File: config.mk
export PLATFORM = sky130hd
export DESIGN_NAME = edge_capture_unit
export DESIGN_NICKNAME = d
export VERILOG_FILES = /design/src/rtl/cap_pkg.sv /design/src/rtl/cap_edge_sync.sv /design/src/rtl/cap_timebase.sv /design/src/rtl/cap_regs.sv /design/src/rtl/edge_capture_unit.sv
export SDC_FILE = /design/constraint.sdc
export NUM_CORES = 1
export LEC_CHECK = 0
export CORE_MARGIN = 2
export CORE_UTILIZATION = 35
export DETAILED_ROUTE_END_ITERATION = 10
export GPL_TIMING_DRIVEN = 0
export PLACE_DENSITY = 0.64
export REMOVE_ABC_BUFFERS = 1
export SYNTH_ARGS = -nofsm -noshare
export SYNTH_HDL_FRONTEND = slang
export SYNTH_SLANG_ARGS = --single-unit
File: constraint.sdc
create_clock -name clk -period 4.8 [get_ports clk]
set_clock_uncertainty 0.05 [all_clocks]
set_input_delay 0.96 -clock clk [delete_from_list [all_inputs] [get_ports clk]]
set_output_delay 0.96 -clock clk [all_outputs]
set_load 0.02 [all_outputs]
File: src/rtl/cap_pkg.sv
// Package: shared constants and types for the edge capture unit.
// Assumes byte addressing of 32-bit words with at most four channels.
package cap_pkg;
    localparam int ADDR_W = 8;
    localparam int DATA_W = 32;
    localparam int PSC_W  = 5;

    localparam logic [ADDR_W-1:0] OFF_CAP_BASE  = 8'h10;
    localparam logic [ADDR_W-1:0] OFF_MODE_BASE = 8'h30;
    localparam logic [ADDR_W-1:0] OFF_CTRL      = 8'h50;
    localparam logic [ADDR_W-1:0] OFF_IE        = 8'h54;
    localparam logic [ADDR_W-1:0] OFF_STAT      = 8'h58;
    localparam logic [ADDR_W-1:0] OFF_ACK       = 8'h5C;

    localparam int CTRL_EN_BIT  = 10;
    localparam int CTRL_PSC_LSB = 4;

    typedef enum logic [1:0] {
        EDGE_OFF  = 2'b00,
        EDGE_RISE = 2'b01,
        EDGE_FALL = 2'b10,
        EDGE_ANY  = 2'b11
    } edge_mode_e;
endpackage

File: src/rtl/cap_edge_sync.sv
// Module: two-flop synchronizer plus one history flop per input.
// Produces single-cycle rise/fall pulses, seen two edges after the input
// is first sampled. Assumes the input stays stable for at least one clock.
module cap_edge_sync (
    input  logic clk,
    input  logic rst_n,
    input  logic pin_async,
    output logic rise_pulse,
    output logic fall_pulse
);
    logic meta_q, sync_q, hist_q;

    // Synchronize the pin and keep the previous synchronized level.
    always_ff @(posedge clk) begin
        if (!rst_n) begin
            meta_q <= 1'b0;
            sync_q <= 1'b0;
            hist_q <= 1'b0;
        end else begin
            meta_q <= pin_async;
            sync_q <= meta_q;
            hist_q <= sync_q;
        end
    end

    // Decode the transition direction from the last two synchronized levels.
    always_comb begin
        rise_pulse = sync_q & ~hist_q;
        fall_pulse = ~sync_q & hist_q;
    end
endmodule

File: src/rtl/cap_timebase.sv
// Module: prescaled, free-running capture counter.
// Counts once every (psc+1) clocks while enabled and wraps freely. Held at zero
// while disabled, so each enable starts a fresh timebase.
module cap_timebase #(
    parameter int CNT_W = 16,
    parameter int PSC_W = 5
) (
    input  logic             clk,
    input  logic             rst_n,
    input  logic             run,
    input  logic [PSC_W-1:0] psc,
    output logic [CNT_W-1:0] stamp
);
    logic [PSC_W-1:0] div_q;
    logic [CNT_W-1:0] cnt_q;

    // Advance the divider and step the counter when the divider reaches psc.
    always_ff @(posedge clk) begin
        if (!rst_n || !run) begin
            div_q <= '0;
            cnt_q <= '0;
        end else if (div_q == psc) begin
            div_q <= '0;
            cnt_q <= cnt_q + 1'b1;
        end else begin
            div_q <= div_q + 1'b1;
        end
    end

    assign stamp = cnt_q;

    // While running, the counter only ever moves forward by one (wrap included).
    assert_step_by_one_R5: assert property (@(posedge clk) disable iff (!rst_n)
        (run && $past(run) && !$stable(cnt_q)) |-> (cnt_q == $past(cnt_q) + 1'b1));
endmodule

File: src/rtl/cap_regs.sv
// Module: register file, capture registers, status and interrupt logic.
// Assumes single-cycle writes on bus_wr and a combinational read of bus_addr.
// Channel x status and interrupt enable live at bit x+1.
module cap_regs #(
    parameter int NUM_CH = 4,
    parameter int CNT_W  = 16
) (
    input  logic                       clk,
    input  logic                       rst_n,
    input  logic [cap_pkg::ADDR_W-1:0] bus_addr,
    input  logic                       bus_wr,
    input  logic [cap_pkg::DATA_W-1:0] bus_wdata,
    output logic [cap_pkg::DATA_W-1:0] bus_rdata,
    input  logic [NUM_CH-1:0]          rise,
    input  logic [NUM_CH-1:0]          fall,
    input  logic [CNT_W-1:0]           stamp,
    output logic                       run,
    output logic [cap_pkg::PSC_W-1:0]  psc,
    output logic                       irq
);
    import cap_pkg::*;

    localparam int PSC_MSB = CTRL_PSC_LSB + PSC_W - 1;

    edge_mode_e        mode_q [NUM_CH];
    logic [CNT_W-1:0]  cap_q  [NUM_CH];
    logic [NUM_CH-1:0] ie_q, st_q, fire, ack_clr;
    logic              en_q;
    logic [PSC_W-1:0]  psc_q;
    logic              wdata_unused;

    assign wdata_unused = ^bus_wdata;

    // Hold the global enable and the prescaler from the control word.
    always_ff @(posedge clk) begin
        if (!rst_n) begin
            en_q  <= 1'b0;
            psc_q <= '0;
        end else if (bus_wr && bus_addr == OFF_CTRL) begin
            en_q  <= bus_wdata[CTRL_EN_BIT];
            psc_q <= bus_wdata[PSC_MSB:CTRL_PSC_LSB];
        end
    end

    // Hold the per-channel interrupt enables.
    always_ff @(posedge clk) begin
        if (!rst_n)
            ie_q <= '0;
        else if (bus_wr && bus_addr == OFF_IE)
            ie_q <= bus_wdata[NUM_CH:1];
    end

    // Decode the acknowledge write into per-channel clear bits.
    always_comb begin
        ack_clr = '0;
        if (bus_wr && bus_addr == OFF_ACK)
            ack_clr = bus_wdata[NUM_CH:1];
    end

    // Set status on capture, clear on acknowledge; a capture takes priority.
    always_ff @(posedge clk) begin
        if (!rst_n)
            st_q <= '0;
        else
            st_q <= (st_q & ~ack_clr) | fire;
    end

    for (genvar i = 0; i < NUM_CH; i++) begin : g_ch
        localparam logic [ADDR_W-1:0] MODE_ADDR = OFF_MODE_BASE + ADDR_W'(4 * i);

        // Select the edges this channel reacts to, gated by the global enable.
        always_comb begin
            fire[i] = en_q &&
                (((mode_q[i] == EDGE_RISE || mode_q[i] == EDGE_ANY) && rise[i]) ||
                 ((mode_q[i] == EDGE_FALL || mode_q[i] == EDGE_ANY) && fall[i]));
        end

        // Store the two-bit edge mode of this channel.
        always_ff @(posedge clk) begin
            if (!rst_n)
                mode_q[i] <= EDGE_OFF;
            else if (bus_wr && bus_addr == MODE_ADDR)
                mode_q[i] <= edge_mode_e'(bus_wdata[1:0]);
        end

        // Latch the timestamp on a selected edge.
        always_ff @(posedge clk) begin
            if (!rst_n)
                cap_q[i] <= '0;
            else if (fire[i])
                cap_q[i] <= stamp;
        end

        assert_cap_hold_R3: assert property (@(posedge clk) disable iff (!rst_n)
            !fire[i] |=> $stable(cap_q[i]));
        assert_capture_wins_R8: assert property (@(posedge clk) disable iff (!rst_n)
            fire[i] |=> st_q[i]);
        assert_ack_clears_R7: assert property (@(posedge clk) disable iff (!rst_n)
            (ack_clr[i] && !fire[i]) |=> !st_q[i]);
    end

    // Return the addressed register, zero for unmapped offsets.
    always_comb begin
        bus_rdata = '0;
        if (bus_addr == OFF_CTRL) begin
            bus_rdata[CTRL_EN_BIT]           = en_q;
            bus_rdata[PSC_MSB:CTRL_PSC_LSB] = psc_q;
        end
        if (bus_addr == OFF_IE)
            bus_rdata[NUM_CH:1] = ie_q;
        if (bus_addr == OFF_STAT)
            bus_rdata[NUM_CH:1] = st_q;
        for (int k = 0; k < NUM_CH; k++) begin
            if (bus_addr == OFF_MODE_BASE + ADDR_W'(4 * k))
                bus_rdata[1:0] = mode_q[k];
            if (bus_addr == OFF_CAP_BASE + ADDR_W'(4 * k))
                bus_rdata[CNT_W-1:0] = cap_q[k];
        end
    end

    assign run = en_q;
    assign psc = psc_q;
    assign irq = |(st_q & ie_q);

    assert_no_capture_idle_R4: assert property (@(posedge clk) disable iff (!rst_n)
        !en_q |=> (st_q & ~$past(st_q)) == '0);
endmodule

File: src/rtl/edge_capture_unit.sv
// Module: top of the edge-selectable input capture unit.
// Wires one synchronizer per channel, the timebase and the register file.
// Assumes 1 <= NUM_CH <= 4 and CNT_W <= 32.
module edge_capture_unit #(
    parameter int NUM_CH = 4,
    parameter int CNT_W  = 16
) (
    input  logic              clk,
    input  logic              rst_n,
    input  logic [7:0]        bus_addr,
    input  logic              bus_wr,
    input  logic [31:0]       bus_wdata,
    output logic [31:0]       bus_rdata,
    input  logic [NUM_CH-1:0] cap_in,
    output logic              irq
);
    logic [NUM_CH-1:0]         rise, fall;
    logic                      run;
    logic [cap_pkg::PSC_W-1:0] psc;
    logic [CNT_W-1:0]          stamp;

    for (genvar i = 0; i < NUM_CH; i++) begin : g_sync
        cap_edge_sync u_sync (
            .clk        (clk),
            .rst_n      (rst_n),
            .pin_async  (cap_in[i]),
            .rise_pulse (rise[i]),
            .fall_pulse (fall[i])
        );
    end

    cap_timebase #(.CNT_W(CNT_W), .PSC_W(cap_pkg::PSC_W)) u_tb (
        .clk   (clk),
        .rst_n (rst_n),
        .run   (run),
        .psc   (psc),
        .stamp (stamp)
    );

    cap_regs #(.NUM_CH(NUM_CH), .CNT_W(CNT_W)) u_regs (
        .clk       (clk),
        .rst_n     (rst_n),
        .bus_addr  (bus_addr),
        .bus_wr    (bus_wr),
        .bus_wdata (bus_wdata),
        .bus_rdata (bus_rdata),
        .rise      (rise),
        .fall      (fall),
        .stamp     (stamp),
        .run       (run),
        .psc       (psc),
        .irq       (irq)
    );
endmodule

==> run_results.csv <==
group,metric,value,unit
die,starting_density,35.95,%
worst_setup_path,register_to_register_path_setup_slack,2.27,ns
worst_setup_path,timing.critical_path.buf_inv,2,
yosys,synth.lib_cells_used.distinct,57,
yosys,synth_async_sr_flop_share,0,%
worst_setup_path,start_kind,"input pin",
worst_setup_path,category_of_cells_accounting_for_the_largest_share_of_critical_path_delay,"buffers and inverters",
sta,timing.hold.ws,0.3787,ns
hold_path,hold_path_class,"reg -> reg",
worst_setup_path,critical_path.reg2reg.startpoint,"u_regs.run$_SDFFE_PN0P_",
placed_design,io_buffers,41,
pwr,total_power,2538,uW
final_layout,n_antenna_cell,0,
route,dr.pass1.iters,5,
placed_design,gpl.final_weighted_congestion,0.8064,
worst_setup_path,worst_flop_to_flop_path_endpoint,"u_regs.cap_q[2][0]$_SDFFCE_PN0P_",
final_layout,final_core_util,42.73,%
placed_design,place.detailed.hpwl,8585,um
route,routed_wl,13530,um
die,die-area,17480,um2
pwr,total_leakage_power,0.002738,uW
route,remaining_drc_errors,0,
hold_path,timing.hold.worst_path_depth,1,
die,die_h,132.2,um
final_layout,most_used_cells_in_the_layout_excluding_fill_and_tap_cells,"and3_1 (76), edfxtp_1 (72), dfxtp_1 (47), clkdlybuf4s50_1 (38), nor2_1 (30)",
final_layout,n_fill_cell,1533,
sta,tightestPinTransition,0.9652,ns
worst_setup_path,cp.required,3.79,ns
outcome,outcome,"completed",
global_route,grt.total_usage,15.88,%
yosys,synthTopCellsByArea,"edfxtp_1 (38%), dfxtp_1 (16%), and3_1 (8.3%), mux4_2 (3.5%), mux2i_1 (2.8%)",
die,floorplan_core_area,16000,um2
worst_setup_path,timing_worst_setup_path_type,"in -> out",
cts,clock_latency,0.42,ns
pwr,power.density,371.2,nW/um2
final_layout,share_of_post_route_cells_with_drive_strength_above_1,11.07,%
route,post_drt_via_cell_ratio,5.319,
yosys,yosysWarnings,0,
sta,finalCritPeriodShare,97.30,%
route,post_drt_wl_per_cell,17.64,um
final_layout,layout_commonest_cell,"and3_1",
global_route,antenna_violations_before_repair,0,
die,die_x,132.2,um
hold_path,hp-start,"g_sync[3].u_sync.meta_q$_SDFF_PN0_",
cts,cts-root-to-sink-buffers,2,
sta,fin_setup_tns,0,ns
cts,clk_pin_slew_worst_paths,0.05,ns
yosys,synthCells,516,
yosys,postSynth.topFlopCell,"edfxtp_1",
final_layout,finalInstanceArea,6837,um2
yosys,synth_sequential_area_ratio,53.95,%
placed_design,place_area,6211,um2
yosys,cell_type_with_the_highest_aggregate_area_in_the_netlist,"edfxtp_1",
worst_setup_path,critPathMaxStageDelay,0.73,ns
cts,htree_levels,4,
yosys,synth_top_area_share,37.59,%
worst_setup_path,timing.critical_path.fanout_max,16,
worst_setup_path,r2r_cells,2,
die,number_of_placement_rows,46,
yosys,cell_area_after_synthesis,5752,um2
yosys,synth-edff-count,72,
worst_setup_path,ordered_cell_list_for_the_critical_path,"clkdlybuf4s50_1 -> nand4bb_2 -> nor2_1 -> nand2_1 -> a21oi_1 -> clkdlybuf4s50_1",
global_route,grt_max_degree,61,
route,vias,4080,
yosys,synthesis.area_per_instance,11.15,um2
yosys,ys_seq_elements,119,
sta,worst_slew_margin_rel,35.65,%
sta,maxClockFrequency,0.2141,GHz
pwr,vdd.ir_drop.worst,0.2606,mV
sta,hold_violations,0,
sta,setup_viol,0,
cts,tritoncts,"done",
final_layout,syn2layout_area_growth,18.86,%
cts,cts_made_buffers,17,
cts,clock_tree_root_buffer_cell,"clkbuf_16",
hold_path,holdPathEnd,"g_sync[3].u_sync.sync_q$_SDFF_PN0_",
global_route,first_global_vias,4011,
die,ioPinCount,80,
route,final_antenna_net_count,0,
cts,clock_sinks,119,
final_layout,fin_nets,587,
worst_setup_path,endpoint_kind,"output port",
worst_setup_path,critical_path.slowest_cell,"clkdlybuf4s50_1",
worst_setup_path,cp_common_cell,"clkdlybuf4s50_1",
worst_setup_path,crit_arrival,3.66,ns
job,maxCapViolCount,0,
route,first_iter_violations,324,
global_route,gr-total-overflow,0,
sta,final_max_slew_violation_count,0,
sta,layout_min_cycle_time,4.671,ns
global_route,first_pass_grt_wire_length,21490,um
sta,grt_setup_unrepaired,"false",
registers in the layout, summed over array words and instances (netlist names):
name	count
u_tb.stamp	16
u_regs.run	1
g_sync.u_sync.sync_q	4
g_sync.u_sync.hist_q	4
g_sync.u_sync.meta_q	4
u_tb.div_q	5
u_regs.cap_q	64
u_regs.st_q	4
u_regs.ie_q	4
u_regs.psc	5
u_regs.mode_q	8
cells in the mapped netlist (3+ instances only):
cell type,n
or3_1,4
xor2_1,4
a31o_2,4
a41o_1,5
nand2_1,28
nand2b_1,9
o21ai_0,15
buf_4,17
a31oi_1,9
a21oi_1,8
nor2b_1,14
a21boi_0,5
nor3b_1,3
mux4_2,9
nand3_1,8
nand4_1,4
nor2_1,31
nand3b_1,5
and4_1,3
clkbuf_1,34
and2_1,18
nor3_1,6
inv_1,3
and3_1,76
a22oi_1,6
xnor2_1,4
mux2i_1,16
edfxtp_1,72
mux2_2,5
o221ai_1,5
o21a_1,5
dfxtp_1,47
cells by family (layout without fill, tap and decap cells):
logic type,count (synthesis),after routing,synth area share [%]
AND/OR/NAND/NOR,223,223,22.65
flip-flops,119,119,53.95
AO/OA/AOI/OAI,75,75,9.202
buffers and inverters,58,78,5.199
multiplexers,30,30,7.287
XOR/XNOR,8,8,1.218
adder cells (fa/ha/maj),2,2,0.4350
other,1,16,0.06520
how the worst max path moves through the flow:
stage	start	to	slack, ns	depth (start not counted)
5_1_grt	bus_addr[5]	bus_rdata[6]	0.0006	6
3_5_place_dp	bus_addr[3]	bus_rdata[2]	-0.57	6
6_report	bus_addr[5]	bus_rdata[6]	0.13	6
4_1_cts	bus_addr[5]	bus_rdata[6]	0.06	6
2_1_floorplan	bus_addr[7]	bus_rdata[2]	1.58	4
3_3_place_gp	bus_addr[2]	bus_rdata[6]	-0.68	6
cell type report:
cell class / count / area (um2) / share of cell area, %
clock buffers: 20 / 436.7 / 6.387
clock inverters: 12 / 157.7 / 2.306
inverters: 3 / 11.26 / 0.1647
multi-input cells: 354 / 2429 / 35.52
flip-flops and latches: 119 / 3103 / 45.39
well taps: 216 / 270.3 / 3.953
repair buffers: 43 / 429.2 / 6.277
report_power, final:
part	switching [uW]	total, uW	internal (uW)
clock	434	1290	857
combinational	72.1	122	49.7
sequential	10.2	1130	1110
stage by stage:
step           instances  worst slack [ns]
2_1_floorplan        476             1.581
3_3_place_gp         733           -0.6837
3_5_place_dp         734           -0.5689
4_1_cts              767           0.06187
5_1_grt              767         0.0006160
6_report             767            0.1295
metal layers:
metal	vias up	wire length, um	GRT usage, %
met5	-	0	0
met2	137	6528	25.75
li1	1935	-	-
met4	0	235	6.870
met1	1989	5918	20.27
met3	19	848	3.845
what timing repair did:
item                                    CTS  global route
cloned                                    0             0
gates resized for setup                   5             2
setup buffers                             1             0
hold buffers                              0             0
pin swaps                                 1             0
endpoints found under the setup margin   10             5
Note: power is estimated with default switching activity, not from simulation.
